### src/rtl/spx_pkg.sv
package spx_pkg;

    typedef struct packed {
        logic edge_bin;
        logic any_sat;
    } spx_flags_t;

    function automatic int ceil_div(input int a, input int b);
        return (a + b - 1) / b;
    endfunction

    function automatic int idx_w(input int n);
        return (n > 1) ? $clog2(n) : 1;
    endfunction

endpackage

### src/rtl/spx_pixel_prep.sv
module spx_pixel_prep #(
    parameter int PIX_W = 16
) (
    input  logic             clk,
    input  logic             rst,
    input  logic             acc,
    input  logic             sof,
    input  logic [PIX_W-1:0] raw,
    input  logic [PIX_W-1:0] cfg_bias,
    input  logic [PIX_W-1:0] cfg_sat,
    output logic [PIX_W-1:0] pix_val,
    output logic             pix_sat
);
    logic [PIX_W-1:0] bias_q, sat_q;
    logic [PIX_W-1:0] bias_eff, sat_eff;

    always_comb begin
        bias_eff = sof ? cfg_bias : bias_q;
        sat_eff  = sof ? cfg_sat  : sat_q;
        pix_val  = (raw > bias_eff) ? (raw - bias_eff) : '0;
        pix_sat  = pix_val > sat_eff;
    end

    always_ff @(posedge clk) begin
        if (rst) begin
            bias_q <= '0;
            sat_q  <= '1;
        end else if (acc && sof) begin
            bias_q <= cfg_bias;
            sat_q  <= cfg_sat;
        end
    end

    // settings move only on an accepted frame-start pixel
    p_cfg_hold_r6: assert property (@(posedge clk) disable iff (rst)
        !(acc && sof) |=> ($stable(bias_q) && $stable(sat_q)));

endmodule

### src/rtl/spx_bin_geom.sv
module spx_bin_geom #(
    parameter int ROWS = 512,
    parameter int COLS = 512,
    parameter int BIN  = 5,
    localparam int ROW_W = spx_pkg::idx_w(ROWS),
    localparam int COL_W = spx_pkg::idx_w(COLS),
    localparam int NBY   = spx_pkg::ceil_div(ROWS, BIN),
    localparam int NBX   = spx_pkg::ceil_div(COLS, BIN),
    localparam int BY_W  = spx_pkg::idx_w(NBY),
    localparam int BX_W  = spx_pkg::idx_w(NBX)
) (
    input  logic [ROW_W-1:0] row,
    input  logic [COL_W-1:0] col,
    output logic [BY_W-1:0]  by,
    output logic [BX_W-1:0]  bx,
    output logic             sof,
    output logic             band_first,
    output logic             tile_first,
    output logic             tile_last,
    output logic             edge_bin
);
    localparam int ROW_REM = ROWS % BIN;
    localparam int COL_REM = COLS % BIN;

    int unsigned r_in, c_in;
    logic last_r, last_c;

    always_comb begin
        r_in       = int'(row) % BIN;
        c_in       = int'(col) % BIN;
        by         = BY_W'(int'(row) / BIN);
        bx         = BX_W'(int'(col) / BIN);
        sof        = (row == '0) && (col == '0);
        band_first = (r_in == 0);
        tile_first = band_first && (c_in == 0);
        last_r     = (r_in == BIN - 1) || (int'(row) == ROWS - 1);
        last_c     = (c_in == BIN - 1) || (int'(col) == COLS - 1);
        tile_last  = last_r && last_c;
    end

    logic edge_r, edge_c;
    generate
        if (ROW_REM != 0) begin : g_row_edge
            assign edge_r = (int'(by) == NBY - 1);
        end else begin : g_row_full
            assign edge_r = 1'b0;
        end
        if (COL_REM != 0) begin : g_col_edge
            assign edge_c = (int'(bx) == NBX - 1);
        end else begin : g_col_full
            assign edge_c = 1'b0;
        end
    endgenerate

    assign edge_bin = edge_r || edge_c;

endmodule

### src/rtl/spx_line_acc.sv
module spx_line_acc #(
    parameter int COLS  = 512,
    parameter int BIN   = 5,
    parameter int PIX_W = 16,
    localparam int NBX   = spx_pkg::ceil_div(COLS, BIN),
    localparam int BX_W  = spx_pkg::idx_w(NBX),
    localparam int CNT_W = $clog2(BIN * BIN + 1),
    localparam int SUM_W = PIX_W + $clog2(BIN * BIN)
) (
    input  logic             clk,
    input  logic             rst,
    input  logic             acc,
    input  logic [BX_W-1:0]  bx,
    input  logic             tile_first,
    input  logic [PIX_W-1:0] pix_val,
    input  logic             pix_sat,
    output logic [SUM_W-1:0] new_sum,
    output logic [CNT_W-1:0] new_cnt,
    output logic             new_sat
);
    logic [SUM_W-1:0] sum_q [NBX];
    logic [CNT_W-1:0] cnt_q [NBX];
    logic             sat_q [NBX];

    logic [SUM_W-1:0] base_sum;
    logic [CNT_W-1:0] base_cnt;
    logic             base_sat;

    always_comb begin
        base_sum = tile_first ? '0   : sum_q[bx];
        base_cnt = tile_first ? '0   : cnt_q[bx];
        base_sat = tile_first ? 1'b0 : sat_q[bx];
        new_sum  = base_sum + (pix_sat ? '0 : SUM_W'(pix_val));
        new_cnt  = base_cnt + CNT_W'(!pix_sat);
        new_sat  = base_sat | pix_sat;
    end

    always_ff @(posedge clk) begin
        if (rst) begin
            for (int i = 0; i < NBX; i++) begin
                cnt_q[i] <= '0;
                sat_q[i] <= 1'b0;
            end
        end else if (acc) begin
            sum_q[bx] <= new_sum;
            cnt_q[bx] <= new_cnt;
            sat_q[bx] <= new_sat;
        end
    end

endmodule

### src/rtl/spx_binner.sv
module spx_binner #(
    parameter int ROWS  = 512,
    parameter int COLS  = 512,
    parameter int BIN   = 5,
    parameter int PIX_W = 16,
    localparam int ROW_W = spx_pkg::idx_w(ROWS),
    localparam int COL_W = spx_pkg::idx_w(COLS),
    localparam int NBY   = spx_pkg::ceil_div(ROWS, BIN),
    localparam int NBX   = spx_pkg::ceil_div(COLS, BIN),
    localparam int BY_W  = spx_pkg::idx_w(NBY),
    localparam int BX_W  = spx_pkg::idx_w(NBX),
    localparam int CNT_W = $clog2(BIN * BIN + 1),
    localparam int SUM_W = PIX_W + $clog2(BIN * BIN)
) (
    input  logic             clk,
    input  logic             rst,
    input  logic [PIX_W-1:0] cfg_bias,
    input  logic [PIX_W-1:0] cfg_sat,
    input  logic             in_valid,
    output logic             in_ready,
    input  logic [ROW_W-1:0] in_row,
    input  logic [COL_W-1:0] in_col,
    input  logic [PIX_W-1:0] in_data,
    output logic             out_valid,
    input  logic             out_ready,
    output logic [BY_W-1:0]  out_bin_row,
    output logic [BX_W-1:0]  out_bin_col,
    output logic [SUM_W-1:0] out_sum,
    output logic [CNT_W-1:0] out_cnt,
    output logic [1:0]       out_flags
);
    import spx_pkg::*;

    logic             acc;
    logic [BY_W-1:0]  by;
    logic [BX_W-1:0]  bx;
    logic             sof, band_first, tile_first, tile_last, edge_bin;
    logic [PIX_W-1:0] pix_val;
    logic             pix_sat;
    logic [SUM_W-1:0] new_sum;
    logic [CNT_W-1:0] new_cnt;
    logic             new_sat;
    spx_flags_t       flags_q;

    assign in_ready = !out_valid || out_ready;
    assign acc      = in_valid && in_ready;

    spx_bin_geom #(.ROWS(ROWS), .COLS(COLS), .BIN(BIN)) geom_i (
        .row(in_row), .col(in_col), .by(by), .bx(bx), .sof(sof),
        .band_first(band_first), .tile_first(tile_first),
        .tile_last(tile_last), .edge_bin(edge_bin)
    );

    spx_pixel_prep #(.PIX_W(PIX_W)) prep_i (
        .clk(clk), .rst(rst), .acc(acc), .sof(sof), .raw(in_data),
        .cfg_bias(cfg_bias), .cfg_sat(cfg_sat),
        .pix_val(pix_val), .pix_sat(pix_sat)
    );

    spx_line_acc #(.COLS(COLS), .BIN(BIN), .PIX_W(PIX_W)) lacc_i (
        .clk(clk), .rst(rst), .acc(acc), .bx(bx), .tile_first(tile_first),
        .pix_val(pix_val), .pix_sat(pix_sat),
        .new_sum(new_sum), .new_cnt(new_cnt), .new_sat(new_sat)
    );

    always_ff @(posedge clk) begin
        if (rst) begin
            out_valid   <= 1'b0;
            out_bin_row <= '0;
            out_bin_col <= '0;
            out_sum     <= '0;
            out_cnt     <= '0;
            flags_q     <= '0;
        end else if (acc && tile_last) begin
            out_valid        <= 1'b1;
            out_bin_row      <= by;
            out_bin_col      <= bx;
            out_sum          <= new_sum;
            out_cnt          <= new_cnt;
            flags_q.any_sat  <= new_sat;
            flags_q.edge_bin <= edge_bin;
        end else if (out_ready) begin
            out_valid <= 1'b0;
        end
    end

    assign out_flags = flags_q;

    // a tile never reports more pixels than it can hold
    p_cnt_max_r3: assert property (@(posedge clk) disable iff (rst)
        out_valid |-> (int'(out_cnt) <= BIN * BIN));

    // a full, clean tile reports every pixel
    p_full_tile_r4: assert property (@(posedge clk) disable iff (rst)
        (out_valid && !out_flags[1] && !out_flags[0]) |-> (int'(out_cnt) == BIN * BIN));

    // an empty tile can only come from saturation
    p_empty_sat_r2: assert property (@(posedge clk) disable iff (rst)
        (out_valid && out_cnt == '0) |-> out_flags[0]);

    // a stalled record holds
    p_hold_r7: assert property (@(posedge clk) disable iff (rst)
        (out_valid && !out_ready) |=> (out_valid && $stable(out_sum) &&
                                       $stable(out_cnt) && $stable(out_flags)));

    // coordinates stay inside the array
    p_coord_r5: assert property (@(posedge clk) disable iff (rst)
        in_valid |-> ((int'(in_row) < ROWS) && (int'(in_col) < COLS)));

endmodule

### config.mk
export PLATFORM = sky130hd
export DESIGN_NAME = spx_binner
export DESIGN_NICKNAME = d
export VERILOG_FILES = /design/src/rtl/spx_pkg.sv /design/src/rtl/spx_pixel_prep.sv /design/src/rtl/spx_bin_geom.sv /design/src/rtl/spx_line_acc.sv /design/src/rtl/spx_binner.sv
export SDC_FILE = /design/constraint.sdc
export NUM_CORES = 2
export LEC_CHECK = 0
export ABC_AREA = 0
export BUFFER_PORTS_ARGS = -buffer_cell sky130_fd_sc_hd__buf_2
export CAP_MARGIN = 5
export CORE_UTILIZATION = 40
export DETAILED_ROUTE_END_ITERATION = 10
export SLEW_MARGIN = 10
export SYNTH_ARGS = -nofsm -noshare
export SYNTH_HDL_FRONTEND = slang
export SYNTH_SLANG_ARGS = --single-unit
### constraint.sdc
create_clock -name clk -period 28.1 [get_ports clk]
set_input_delay 5.62 -clock clk [delete_from_list [all_inputs] [get_ports clk]]
set_output_delay 5.62 -clock clk [all_outputs]
set_load 0.01 [all_outputs]
; After elaboration in Yosys (flattened, before gate mapping)
; Memory sizes are Yosys's and may differ from the RTL's.
; Cells that the tools add are included.
[totals]
memories = 3
output_inout_bits = 44
ff_bits = 75
mem_bits_rw = 2781
in_bits = 70
elab_cells = 67
[mem_list]
columns = memory, words, word_bits, read_ports, rd_ports_with_merged_regs, wr, line_no
row1 = lacc_i.sum_q, 103, 21, 1, 0, 1, spx_line_acc.sv:21  ; logic [SUM_W-1:0] sum_q [NBX];
row2 = lacc_i.cnt_q, 103, 5, 1, 0, 103, spx_line_acc.sv:22  ; logic [CNT_W-1:0] cnt_q [NBX];
row3 = lacc_i.sat_q, 103, 1, 1, 0, 103, spx_line_acc.sv:23  ; logic sat_q [NBX];
[op_classes]
n_reduce_logical = 19
magnitude_cmp = 2
bitwise_logic = 1
mux = 20
eq_ne = 6
add_sub_neg = 3
div_mod_pow = 4
[op_table]
columns = cell, n
row1 = $div 10x4->32 const B, 2
row2 = $eq 32x3->1 const B, 2
row3 = $logic_not 32->1, 2
row4 = $mod 10x4->32 const B, 2
row5 = $mux 16, 4
row6 = $gt 16x16->1, 2
row7 = $add 21x21->21, 1
row8 = $mux 21, 1
row9 = $eq 9x1->1 const B, 2
row10 = $logic_not 9->1, 2
row11 = $sub 16x16->16, 1
row12 = $eq 7x6->1 const B, 2
row13 = $mux 7, 2
row14 = $mux 1, 11
row15 = $mux 5, 2
row16 = $logic_and 1x1->1, 6
row17 = $add 5x1->5, 1
row18 = $reduce_or 5->1, 1
row19 = $logic_or 1x1->1, 4
row20 = $logic_not 1->1, 2
row21 = $reduce_bool 2->1, 1
row22 = $or 1x1->1, 1
row23 = $reduce_or 1->1, 1

; Depth between registers and ports, before layout
[logic_depth]
ltp_word = 9
ltp_mapped = 57

; Hierarchy
; From an unflattened synthesis, not the netlist that was laid out.
[unflattened]
hier_cells = 8392
area_unflattened_um2 = 127791.3
[by_module_without_submodules]
columns = module, cells_per_inst, seq_area_each_um2, area_per_inst_um2, instances
row1 = spx_line_acc, 7220, 88014.4, 118733.9, 1
row2 = spx_bin_geom, 639, 0.0, 4334.2, 1
row3 = spx_pixel_prep, 345, 640.6, 2735.1, 1
row4 = spx_binner, 188, 860.8, 1988.2, 1

; Worst setup path after synthesis
; No wires, ideal clock.
[synth_path]
path_kind = input-to-reg
start = input in_row[6]
end = memory lacc_i.sum_q[0][19] in the netlist's numbering, data pin
t_required_ns = 27.359
path_stages = 52
arrival_time_ns = 18.227
setup_ns = 0.741
path_buffers = 6
slack_ns = 9.131
cell_sequence = clkbuf_1 -> or2_2 -> clkbuf_1 -> ha_1 -> and4b_1 -> a211o_1 -> nor3_1 -> buf_2 -> a21oi_1 -> o31ai_1 -> a21oi_2 -> xnor2_1 -> ha_1 -> nor2_1 -> o31ai_1 -> a21oi_1 -> o32a_1 -> a31o_2 -> [16 not listed] -> a21o_1 -> a21oi_1 -> o21bai_1 -> a21oi_1 -> o21bai_1 -> a21oi_1 -> o21bai_1 -> a21oi_1 -> o21bai_1 -> a21oi_1 -> o21bai_1 -> a21oi_1 -> nor2b_1 -> o21a_1 -> o21ai_0 -> nand2b_1 -> nand4b_1 -> xor2_1
[synth_via]
elab_chain_len = 8
word_cells_on_any_way = 14
cone_classes = add/sub: 2 / div: 1 / order compare: 2 / mux: 5 / reduce/logical: 4
[synth_lines]
columns = item, line_no
row1 = "start, declared", spx_binner.sv:21  ; input logic [ROW_W-1:0] in_row,
row2 = "parallel branches: the longest is 7 deep, another holds $mod 10x4->32", --
row3 = $add 21x21->21 *, spx_line_acc.sv:33  ; new_sum = base_sum + (pix_sat ? '0 : SUM_W'(pix_val));
row4 = net lacc_i.new_sum[19], spx_line_acc.sv:17  ; output logic [SUM_W-1:0] new_sum,
row5 = "end, declared", spx_line_acc.sv:21
; Mark *: on every way through the listed nets, which the timed path passes.

; Worst setup path after layout
[layout_path]
start = input in_col[6]
end = memory lacc_i.sum_q[70][20] in the netlist's numbering, data pin
[layout_via]
elab_chain_len = 8
word_cells_on_any_way = 16
cone_classes = add/sub: 2 / div: 2 / order compare: 2 / mux: 5 / reduce/logical: 4 / memory: 1
[layout_lines]
columns = item, line_no
row1 = "start, declared", spx_binner.sv:22  ; input logic [COL_W-1:0] in_col,
row2 = "parallel branches: the longest is 7 deep, another holds $div 10x4->32", --
row3 = $add 21x21->21 *, spx_line_acc.sv:33
row4 = net lacc_i.new_sum[20], spx_line_acc.sv:17
; Marked as above.

==> flow_summary.ini <==
[clocking]
cts-resized-gates = 0
cts_max_level = 5
cts_sinks = 2974
post_cts_buffers = 0
clock_path_buffers = 4
cts_root_buf = clkbuf_16
worstSkewPairLatency_ns = 0.91
clk_pin_slew_ns = 0.06
cts_hold_buffers = 0
cts_tree = built
cts_buffers = 318

[layout]
layout_common_cells = edfxtp_1 (2899), nor2_1 (1082), nand2_1 (820), o22ai_1 (714), clkbuf_16 (327)
nets = 9091
multiInputGateArea_mm2 = 0.02945
seqCellArea_mm2 = 0.08855
fin_cells = 13170
fill_cells = 26460
drive_gt1_share_pct = 11.12
mostFrequentLayoutCell = edfxtp_1
synthToLayoutAreaGrowth_pct = 12.91

[drt]
first_iter_violations = 12830
first_pass_iters = 7
via_per_inst = 6.374
wirelength_um = 437400
routedWlPerCell_um = 33.21
vias = 83940
drc = 0
postRouteAntennaNets = 0

[timing]
rsz0062_at_grt = no
holdWs_ns = 0.4548
worstMarginPinSlew_ns = 1.356
fin_worst_skew_ns = 0.08506
setup_viol = 0
hold_viol = 0
maxSlewViolCount = 0
slew_headroom_pct = 7.238
tns_ns = 0
final.min_clock_period_ns = 19.75
timing.fmax_ghz = 0.05063
fin_crit_sh_pct = 70.29

[critical_path]
cp_slowest_cell = or2_4
cp_common_cell = a21oi_1
worst_path_largest_cell_delay_ns = 0.95
cp-end-kind = flip-flop
arrival_ns = 20.25
worstPathRequired_ns = 28.60
worstPathMaxFanout = 103
start_kind = input port
path_class = input port to flip-flop

[placement]
place.gp.congestion = 0.9252
port-buffer-count = 113
dp.cells = 12600
dp_hpwl_um = 254600

[grt]
grt_pass1_vias = 78950
overflow = 0
grt_max_degree = 114
antenna_found_initial = 31
grt_use_total_pct = 28.07
grt_pass1_wl_um = 606500

[yosys]
synthArstFlopShare_pct = 0
synth_ff_type = edfxtp_1
synth-seq-area-share_pct = 73.42
yosysWarnings = 0
avgSynthCellArea_um2 = 13.61
synth-edff-count = 2899
synth_seq_cells = 2974
synth_cells = 8864
syn_area_mm2 = 0.1206
synth_cell_types = 111

[pwr]
leakage_nw = 46.46
max-vdd-ir-drop_mv = 0.1054
power.density_mw_per_mm2 = 97.97
power_mw = 13.34

[floorplan]
die_h_um = 551.1
initial_utilization_pct = 40.24
die_area_mm2 = 0.3037
core_area_mm2 = 0.2998
rows = 201
die_w_um = 551.1
ios = 114

[flow_run]
maxCapViolations = 0

[min_path]
hp-class = flip-flop to flip-flop

[status]
status = complete, no violations
==> cell usage after synthesis, drive strengths merged (20+ instances only) <==
master | instances | area share [%]
xnor2 | 36 | 0.26
o211ai | 44 | 0.29
or3 | 26 | 0.13
o22a | 41 | 0.30
a31oi | 98 | 0.52
buf | 300 | 1.2
nand2b | 34 | 0.18
edfxtp | 2899 | 72
nor2 | 1093 | 3.4
o22ai | 714 | 3.7
clkbuf | 328 | 1.0
nand2 | 829 | 2.6
mux2i | 93 | 0.77
a21o | 32 | 0.20
a2111oi | 24 | 0.17
a311oi | 24 | 0.19
and2 | 74 | 0.38
nand3 | 207 | 0.86
o31ai | 37 | 0.24
nor4 | 157 | 0.86
a211oi | 54 | 0.34
inv | 160 | 0.50
and3 | 197 | 1.0
o221ai | 120 | 0.87
a21oi | 191 | 0.80
nor2b | 20 | 0.10
ha | 58 | 0.60
nand4 | 29 | 0.16
or4 | 31 | 0.19
o21ai | 309 | 1.3
dfxtp | 75 | 1.2
nor3 | 174 | 0.73
==> layout make-up <==
type | instances | area share (%)
sequential | 2974 | 65.02
multi-input combinational | 5127 | 21.62
clock buffer | 406 | 6.226
tap | 3958 | 3.636
timing repair buffer | 378 | 2.029
clock inverter | 153 | 0.9959
inverter | 162 | 0.4483
antenna | 11 | 0.02021
==> path summary, 6_finish.rpt <==
check / startpoint / endpoint / slack (ns) / cells past startpoint
worst max-delay path: in_col[6] / lacc_i.sum_q[70][20] / 8.35 / 49
worst min-delay path: prep_i.bias_q[4] / prep_i.bias_q[4] / 0.45 / 2
worst max register to register: prep_i.bias_q[1] / lacc_i.sum_q[70][20] / 17.12 / 46
worst min register to register: prep_i.bias_q[4] / prep_i.bias_q[4] / 0.45 / 2
==> per-stage QoR <==
step,util (%),instance area (um2),worst slack (ns)
after floorplan,-,120700,9.131
after global placement,42.13,126300,8.014
after detailed placement,42.13,126300,8.009
after CTS,45.41,136100,8.821
after global routing,45.42,136200,7.877
final,45.43,136200,8.349
==> where the power goes <==
group	internal (mW)	switching [mW]	leakage [nW]	total [mW]
Combinational	0.605	2.72	14.2	3.33
Sequential	5.93	0.0207	27.4	5.95
Clock	2.31	1.75	4.79	4.06
==> flip-flops by register name, summed over array words and instances, names as in the netlist <==
name and cells:
out_bin_row 7, out_sum 21, out_bin_col 7, prep_i.sat_q 16, lacc_i.cnt_q 608, lacc_i.sat_q 128
lacc_i.sum_q 2163, prep_i.bias_q 16, out_valid 1, out_flags 2, out_cnt 5
==> worst max-delay path: cells and delay by family <==
family                     cells  cell delay, ns
buffers and inverters          6            2.35
adders and majority gates      4            1.14
AOI/OAI and AO/OA             25            5.52
and+or+nand+nor               14            5.26
==> kinds of logic after synthesis <==
kind of cell	Yosys count	share of synthesized area, %
fa+ha+maj	61	0.6432
buf+inv	790	2.762
other cells	1	0.003109
mux	106	0.8932
flops	2974	73.42
compound gates	1965	10.98
xor+xnor	48	0.3485
simple gates	2919	10.95
==> per-layer routing <==
layer / wire [um] / vias to the layer above / GRT usage, % / share of wire (%)
met4: 20760 / 18 / 11.69 / 4.7
met5: 127 / - / 0 / 0.029
met1: 163000 / 42340 / 37.59 / 37
met3: 58740 / 1065 / 7.595 / 13
li1: - / 34360 / - / -
met2: 194700 / 6155 / 43.15 / 45
(Power assumes the default switching activity.)
